--- config.mk ---
export PLATFORM = sky130hd
export DESIGN_NAME = irq_vector_ctrl
export DESIGN_NICKNAME = d
export VERILOG_FILES = /design/src/rtl/vic_pkg.sv /design/src/rtl/vic_prio_pick.sv /design/src/rtl/vic_vec_ram.sv /design/src/rtl/vic_bus_if.sv /design/src/rtl/irq_vector_ctrl.sv
export SDC_FILE = /design/constraint.sdc
export NUM_CORES = 2
export LEC_CHECK = 0
export ABC_AREA = 1
export CORE_UTILIZATION = 50
export CTS_BUF_LIST = sky130_fd_sc_hd__clkbuf_8 sky130_fd_sc_hd__clkbuf_16
export CTS_CLUSTER_SIZE = 12
export DETAILED_ROUTE_END_ITERATION = 8
export DONT_BUFFER_PORTS = 1
export HOLD_SLACK_MARGIN = 0.12
export PLACE_DENSITY_LB_ADDON = 0.15
export RECOVER_POWER = 50
export SLEW_MARGIN = 0
export SYNTH_ARGS = -nofsm -noshare
export SYNTH_HDL_FRONTEND = slang
export SYNTH_SLANG_ARGS = --single-unit
--- constraint.sdc ---
create_clock -name clk -period 13.9 [get_ports clk]
set_input_delay 2.78 -clock clk [delete_from_list [all_inputs] [get_ports clk]]
set_output_delay 2.78 -clock clk [all_outputs]
set_load 0.05 [all_outputs]
--- src/rtl/vic_pkg.sv ---
package vic_pkg;
    typedef enum logic [1:0] {
        ST_WAIT  = 2'd0,
        ST_FETCH = 2'd1,
        ST_SERVE = 2'd2
    } vic_state_e;

    localparam logic [2:0] OFS_CTRL  = 3'd0;
    localparam logic [2:0] OFS_RAW   = 3'd1;
    localparam logic [2:0] OFS_ENSET = 3'd2;
    localparam logic [2:0] OFS_ENCLR = 3'd3;
    localparam logic [2:0] OFS_MASK  = 3'd4;
    localparam logic [2:0] OFS_VEC   = 3'd5;
    localparam logic [2:0] OFS_SWI   = 3'd6;
    localparam logic [2:0] OFS_EOI   = 3'd7;
endpackage

--- src/rtl/vic_prio_pick.sv ---
module vic_prio_pick #(
    parameter int N     = 32,
    parameter int IDX_W = 5
) (
    input  logic [N-1:0]     req,
    output logic             hit,
    output logic [IDX_W-1:0] idx
);
    always_comb begin
        hit = 1'b0;
        idx = '0;
        for (int i = N - 1; i >= 0; i--) begin
            if (req[i]) begin
                hit = 1'b1;
                idx = IDX_W'(i);
            end
        end
    end
endmodule

--- src/rtl/vic_vec_ram.sv ---
module vic_vec_ram #(
    parameter int DW = 32,
    parameter int AW = 5
) (
    input  logic          clk,
    input  logic          rst_n,
    input  logic          a_en,
    input  logic          a_we,
    input  logic [AW-1:0] a_addr,
    input  logic [DW-1:0] a_wdata,
    output logic [DW-1:0] a_rdata,
    input  logic          b_en,
    input  logic [AW-1:0] b_addr,
    output logic [DW-1:0] b_rdata
);
    localparam int DEPTH = 2 ** AW;

    logic [DW-1:0] mem [DEPTH];

    always_ff @(posedge clk) begin
        if (a_en) begin
            if (a_we) begin
                mem[a_addr] <= a_wdata;
            end
            a_rdata <= mem[a_addr];
        end
    end

    always_ff @(posedge clk) begin
        if (!rst_n) begin
            b_rdata <= '0;
        end else if (b_en) begin
            b_rdata <= mem[b_addr];
        end
    end
endmodule

--- src/rtl/vic_bus_if.sv ---
module vic_bus_if #(
    parameter int AW = 6
) (
    input  logic          clk,
    input  logic          rst_n,
    input  logic          cyc,
    input  logic          stb,
    input  logic          we,
    input  logic [AW-1:0] adr,
    output logic          ack,
    output logic          take,
    output logic [7:0]    reg_wr,
    output logic          tbl_en,
    output logic          tbl_sel_q
);
    always_comb begin
        take   = cyc && stb && !ack;
        tbl_en = take && adr[AW-1];
        reg_wr = '0;
        if (take && we && !adr[AW-1]) begin
            reg_wr[adr[2:0]] = 1'b1;
        end
    end

    always_ff @(posedge clk) begin
        if (!rst_n) begin
            ack       <= 1'b0;
            tbl_sel_q <= 1'b0;
        end else begin
            ack <= take;
            if (take) begin
                tbl_sel_q <= adr[AW-1];
            end
        end
    end

    a_r9_ack_follows_take : assert property (@(posedge clk) disable iff (!rst_n)
        (cyc && stb && !ack) |=> ack);
    a_r9_ack_single_cycle : assert property (@(posedge clk) disable iff (!rst_n)
        ack |=> !ack);
endmodule

--- src/rtl/irq_vector_ctrl.sv ---
module irq_vector_ctrl
    import vic_pkg::*;
#(
    parameter int N_IRQ = 32,
    parameter int DW    = 32,
    parameter int AW    = 6
) (
    input  logic             clk,
    input  logic             rst_n,
    input  logic             bus_cyc,
    input  logic             bus_stb,
    input  logic             bus_we,
    input  logic [AW-1:0]    bus_adr,
    input  logic [DW-1:0]    bus_wdat,
    output logic [DW-1:0]    bus_rdat,
    output logic             bus_ack,
    input  logic [N_IRQ-1:0] irq_in,
    output logic             cpu_irq
);
    localparam int IDX_W = AW - 1;

    logic [N_IRQ-1:0] lvl_q, mask_q, swi_q, pend, wd_n;
    logic             en_q, pol_q, take, tbl_en, tbl_sel_q, pick_hit, eoi, line;
    logic [7:0]       reg_wr;
    logic [IDX_W-1:0] cur_q, pick_idx;
    logic [DW-1:0]    rd_q, tbl_rd, vec;
    vic_state_e       st_q, st_d;

    assign wd_n = bus_wdat[N_IRQ-1:0];
    assign pend = (lvl_q | swi_q) & mask_q;
    assign eoi  = reg_wr[OFS_EOI];

    vic_bus_if #(.AW(AW)) u_bus (
        .clk(clk), .rst_n(rst_n), .cyc(bus_cyc), .stb(bus_stb), .we(bus_we),
        .adr(bus_adr), .ack(bus_ack), .take(take), .reg_wr(reg_wr),
        .tbl_en(tbl_en), .tbl_sel_q(tbl_sel_q)
    );

    vic_prio_pick #(.N(N_IRQ), .IDX_W(IDX_W)) u_pick (
        .req(pend), .hit(pick_hit), .idx(pick_idx)
    );

    vic_vec_ram #(.DW(DW), .AW(IDX_W)) u_tbl (
        .clk(clk), .rst_n(rst_n),
        .a_en(tbl_en), .a_we(bus_we), .a_addr(bus_adr[IDX_W-1:0]),
        .a_wdata(bus_wdat), .a_rdata(tbl_rd),
        .b_en(st_q == ST_FETCH), .b_addr(cur_q), .b_rdata(vec)
    );

    // state register
    always_ff @(posedge clk) begin
        if (!rst_n) begin
            st_q  <= ST_WAIT;
            cur_q <= '0;
        end else begin
            st_q <= st_d;
            if (st_q == ST_WAIT && en_q && pick_hit) begin
                cur_q <= pick_idx;
            end
        end
    end

    always_comb begin
        st_d = st_q;
        unique case (st_q)
            ST_WAIT:  if (en_q && pick_hit) st_d = ST_FETCH;
            ST_FETCH: st_d = ST_SERVE;
            ST_SERVE: if (eoi) st_d = ST_WAIT;
            default:  st_d = ST_WAIT;
        endcase
    end

    // outputs
    always_comb begin
        line    = (st_q == ST_SERVE) && en_q;
        cpu_irq = pol_q ? line : !line;
    end

    // registers seen by software
    always_ff @(posedge clk) begin
        if (!rst_n) begin
            lvl_q  <= '0;
            mask_q <= '0;
            swi_q  <= '0;
            en_q   <= 1'b0;
            pol_q  <= 1'b0;
            rd_q   <= '0;
        end else begin
            lvl_q <= irq_in;
            if (reg_wr[OFS_CTRL]) begin
                en_q  <= bus_wdat[0];
                pol_q <= bus_wdat[1];
            end
            if (reg_wr[OFS_ENSET]) mask_q <= mask_q | wd_n;
            if (reg_wr[OFS_ENCLR]) mask_q <= mask_q & ~wd_n;
            if (reg_wr[OFS_SWI]) begin
                swi_q <= swi_q | wd_n;
            end else if (eoi && st_q == ST_SERVE) begin
                swi_q <= swi_q & ~(N_IRQ'(1) << cur_q);
            end
            if (take && !bus_we) begin
                case (bus_adr[2:0])
                    OFS_CTRL: rd_q <= DW'({pol_q, en_q});
                    OFS_RAW:  rd_q <= DW'(lvl_q);
                    OFS_MASK: rd_q <= DW'(mask_q);
                    OFS_VEC:  rd_q <= vec;
                    default:  rd_q <= '0;
                endcase
            end
        end
    end

    assign bus_rdat = tbl_sel_q ? tbl_rd : rd_q;

    a_r11_fetch_after_wait : assert property (@(posedge clk) disable iff (!rst_n)
        (st_q == ST_FETCH) |-> ($past(st_q) == ST_WAIT && $past(en_q)));
    a_r2_pick_highest : assert property (@(posedge clk) disable iff (!rst_n)
        (st_q == ST_FETCH) |->
            ((($past(pend) >> cur_q) & N_IRQ'(1)) != '0 &&
             ($past(pend) & ((N_IRQ'(1) << cur_q) - N_IRQ'(1))) == '0));
    a_r6_serve_holds : assert property (@(posedge clk) disable iff (!rst_n)
        (st_q == ST_SERVE && !eoi) |=> (st_q == ST_SERVE));
    a_r4_set_applies : assert property (@(posedge clk) disable iff (!rst_n)
        reg_wr[OFS_ENSET] |=> ((mask_q & $past(wd_n)) == $past(wd_n)));
endmodule

==> results.toml <==
[worst_setup_path]
arrival_ns = 10.57
worstSetupEndpointType = "flip-flop"
cp.required_ns = 14.56
crit_fanout = 100
rr_startpoint = "cur_q[0]"
start_kind = "flip-flop"
startpoint = "cur_q[0]"
critPathKind = "reg -> reg"

[grt]
antenna_found_initial = 13
track_usage_pct = 36.9
grt_pass1_wl_microns = 291000
first_global_vias = 40200
grt_max_degree = 122
gr-total-overflow = 0

[sta]
final.setup_skew_ns = 0.0304
worst_pin_slew_ns = 6.89
max_freq_mhz = 101
slew_violations = 409
finalHoldViolations = 0
rsz0062_at_grt = "no"
timing.setup.tns_ns = 0
finalSetupViolCount = 0
slew_headroom_pct = -359
fin_crit_sh_pct = 71.3
min_period_ns = 9.91

[logic_synthesis]
synth_seq_cells = 1227
synth_edf_count = 1056
avgSynthCellArea_sq_um = 11.1
syn-num-nets = 4980
synthDistinctLibCells = 47
yosysWarnings = 0
ys.flop_type = "edfxtp_1"
synth_cells = 4905
syn_area_sq_mm = 0.0544
async_reset_ff_share_pct = 0
ys_seq_area_share_pct = 64.6

[power_and_ir_drop]
power_mw = 7.64
powerDensity_mw_per_mm2 = 127
vdd_drop_max_mv = 0.130
p_leak_nw = 21.3

[die]
die_w_microns = 332
ios = 109
initial_utilization_pct = 50.6
rows = 120
dieArea_sq_mm = 0.110
core_area_sq_mm = 0.108
die-height_microns = 332

[placement]
io_buffer_count = 0
hpwl_microns = 116000
place_area_sq_mm = 0.0560
dp_cells = 6056
gp_congestion = 0.904

[cells_and_area]
layout-drive-gt1-share_pct = 7.80
synthToLayoutAreaGrowth_pct = 10.2
postLayoutCellArea_sq_mm = 0.0600
finalNonFillerCells = 6293
final_common_cell = "edfxtp_1"
nNetsFinal = 4864
final_cell_mix = "edfxtp_1, nand2_1, inv_1, o21ai_0, a22oi_1"

[cts]
clkLatencyLatePin_ns = 0.76
hold_buffers = 0
root_buffer = "clkbuf_16"
cts-resized-gates = 0
cts_tree = "built"
clock-sinks = 1227
post_cts_buffers = 0
htreeDepth = 4
clkSlewWorstSetupHoldPaths_ns = 0.06
cts_buffers = 134
cts_max_path_buffers = 3

[routing]
postRouteAntennaNets = 0
via_per_inst = 6.88
vias = 43300
drt-wirelength-per-cell_microns = 33.0
drt_iter0_markers = 7682
dr.pass1.iters = 7
drt-total-wl_microns = 208000
drc = 0

[run]
cap_violations = 9

[run_status]
violations = "max-capacitance violations, max-slew violations"
status = "finished with violations"

[worst_hold_path]
min_path_type = "reg -> reg"
holdCritStartpoint = "rd_q[17]"
cells in the mapped netlist, drive strengths merged, types with 9 or more instances:
master / count / area share [%]
o211ai: 31 / 0.43
o32ai: 11 / 0.18
a221oi: 132 / 2.1
buf: 94 / 0.79
a22oi: 286 / 3.9
nand4: 88 / 1.0
clkbuf: 261 / 1.8
nand2: 765 / 5.3
nor2: 117 / 0.82
dfxtp: 171 / 6.3
o21ai: 408 / 3.8
a21o: 12 / 0.17
o221ai: 136 / 2.2
a211oi: 23 / 0.32
o311ai: 27 / 0.43
mux2: 32 / 0.66
inv: 598 / 4.1
a2111o: 11 / 0.23
nand3: 58 / 0.53
o311a: 18 / 0.33
or4: 10 / 0.14
edfxtp: 1056 / 58
o22ai: 246 / 2.8
nor4: 10 / 0.11
nor3: 9 / 0.092
a31oi: 12 / 0.14
a22o: 26 / 0.42
a21oi: 220 / 2.0
worst paths after layout:
kind | to | slack, ns | cells past startpoint
max | u_tbl.b_rdata[5] | 3.99 | 11
min reg2reg | rd_q[17] | 0.46 | 2
min | rd_q[17] | 0.46 | 2
max reg2reg | u_tbl.b_rdata[5] | 3.99 | 11
registers in the layout, indices dropped and copies added (netlist names), named ones only:
signal,count
en_q,1
rd_q,32
swi_q,32
cur_q,5
u_bus.ack,1
pol_q,1
u_tbl.a_rdata,32
u_tbl.mem,1024
lvl_q,32
u_bus.tbl_sel_q,1
u_tbl.b_rdata,32
st_q,2
logic make-up (layout without fill, tap and decap cells):
family	Yosys count	count (layout)	synth area share (%)
xor+xnor	1	1	0.0161
flops	1227	1227	64.6
other cells	0	5	0
mux	32	32	0.662
simple gates	1066	1066	8.09
compound gates	1624	1624	19.9
buf+inv	955	935	6.73
worst max-delay path, cell delays in order (launching register included):
cell      delay (ns)
dfxtp_1         0.53
inv_1           0.08
nor2_1          0.17
clkbuf_1        1.39
buf_4           0.64
clkbuf_1        4.81
a221oi_1        0.73
nand2_1         0.25
o211ai_1        0.15
nand3_1         0.13
o21ai_0         0.50
a21oi_1         0.28
layer usage:
layer | vias to the layer above | wire (microns) | track usage (%) | part of all wire [%]
met1 | 20800 | 76100 | 49.6 | 37
met3 | 629 | 34400 | 13.9 | 17
met4 | 12 | 10800 | 18.3 | 5.2
met2 | 3733 | 86200 | 52.2 | 42
li1 | 18100 | - | - | -
met5 | - | 87 | 0 | 0.042
per-stage QoR:
step                      hold slack [ns]  util, %  setup slack (ns)
after floorplan                     0.435        -              6.21
after global placement              0.445     52.1              7.16
after detailed placement            0.452     52.1              7.14
after CTS                           0.461     55.9              7.92
after global routing                0.476     55.8              4.17
final                               0.460     55.8              3.99
power by group:
part,internal (mW),leakage [nW],switching (mW)
combinational,0.0686,8.35,0.208
clock,1.86,2.09,1.47
sequential,4.01,10.9,0.0168
area by class of cell:
class / instances / area [sq um]
timing repair buffer: 103 / 810
fill: 8938 / 47500
multi-input combinational: 2723 / 16000
sequential: 1227 / 35100
tap: 1403 / 1760
antenna: 5 / 12.5
clock buffer: 143 / 3530
inverter: 600 / 2270
clock inverter: 89 / 490
Note: power is estimated with default switching activity, not from simulation.
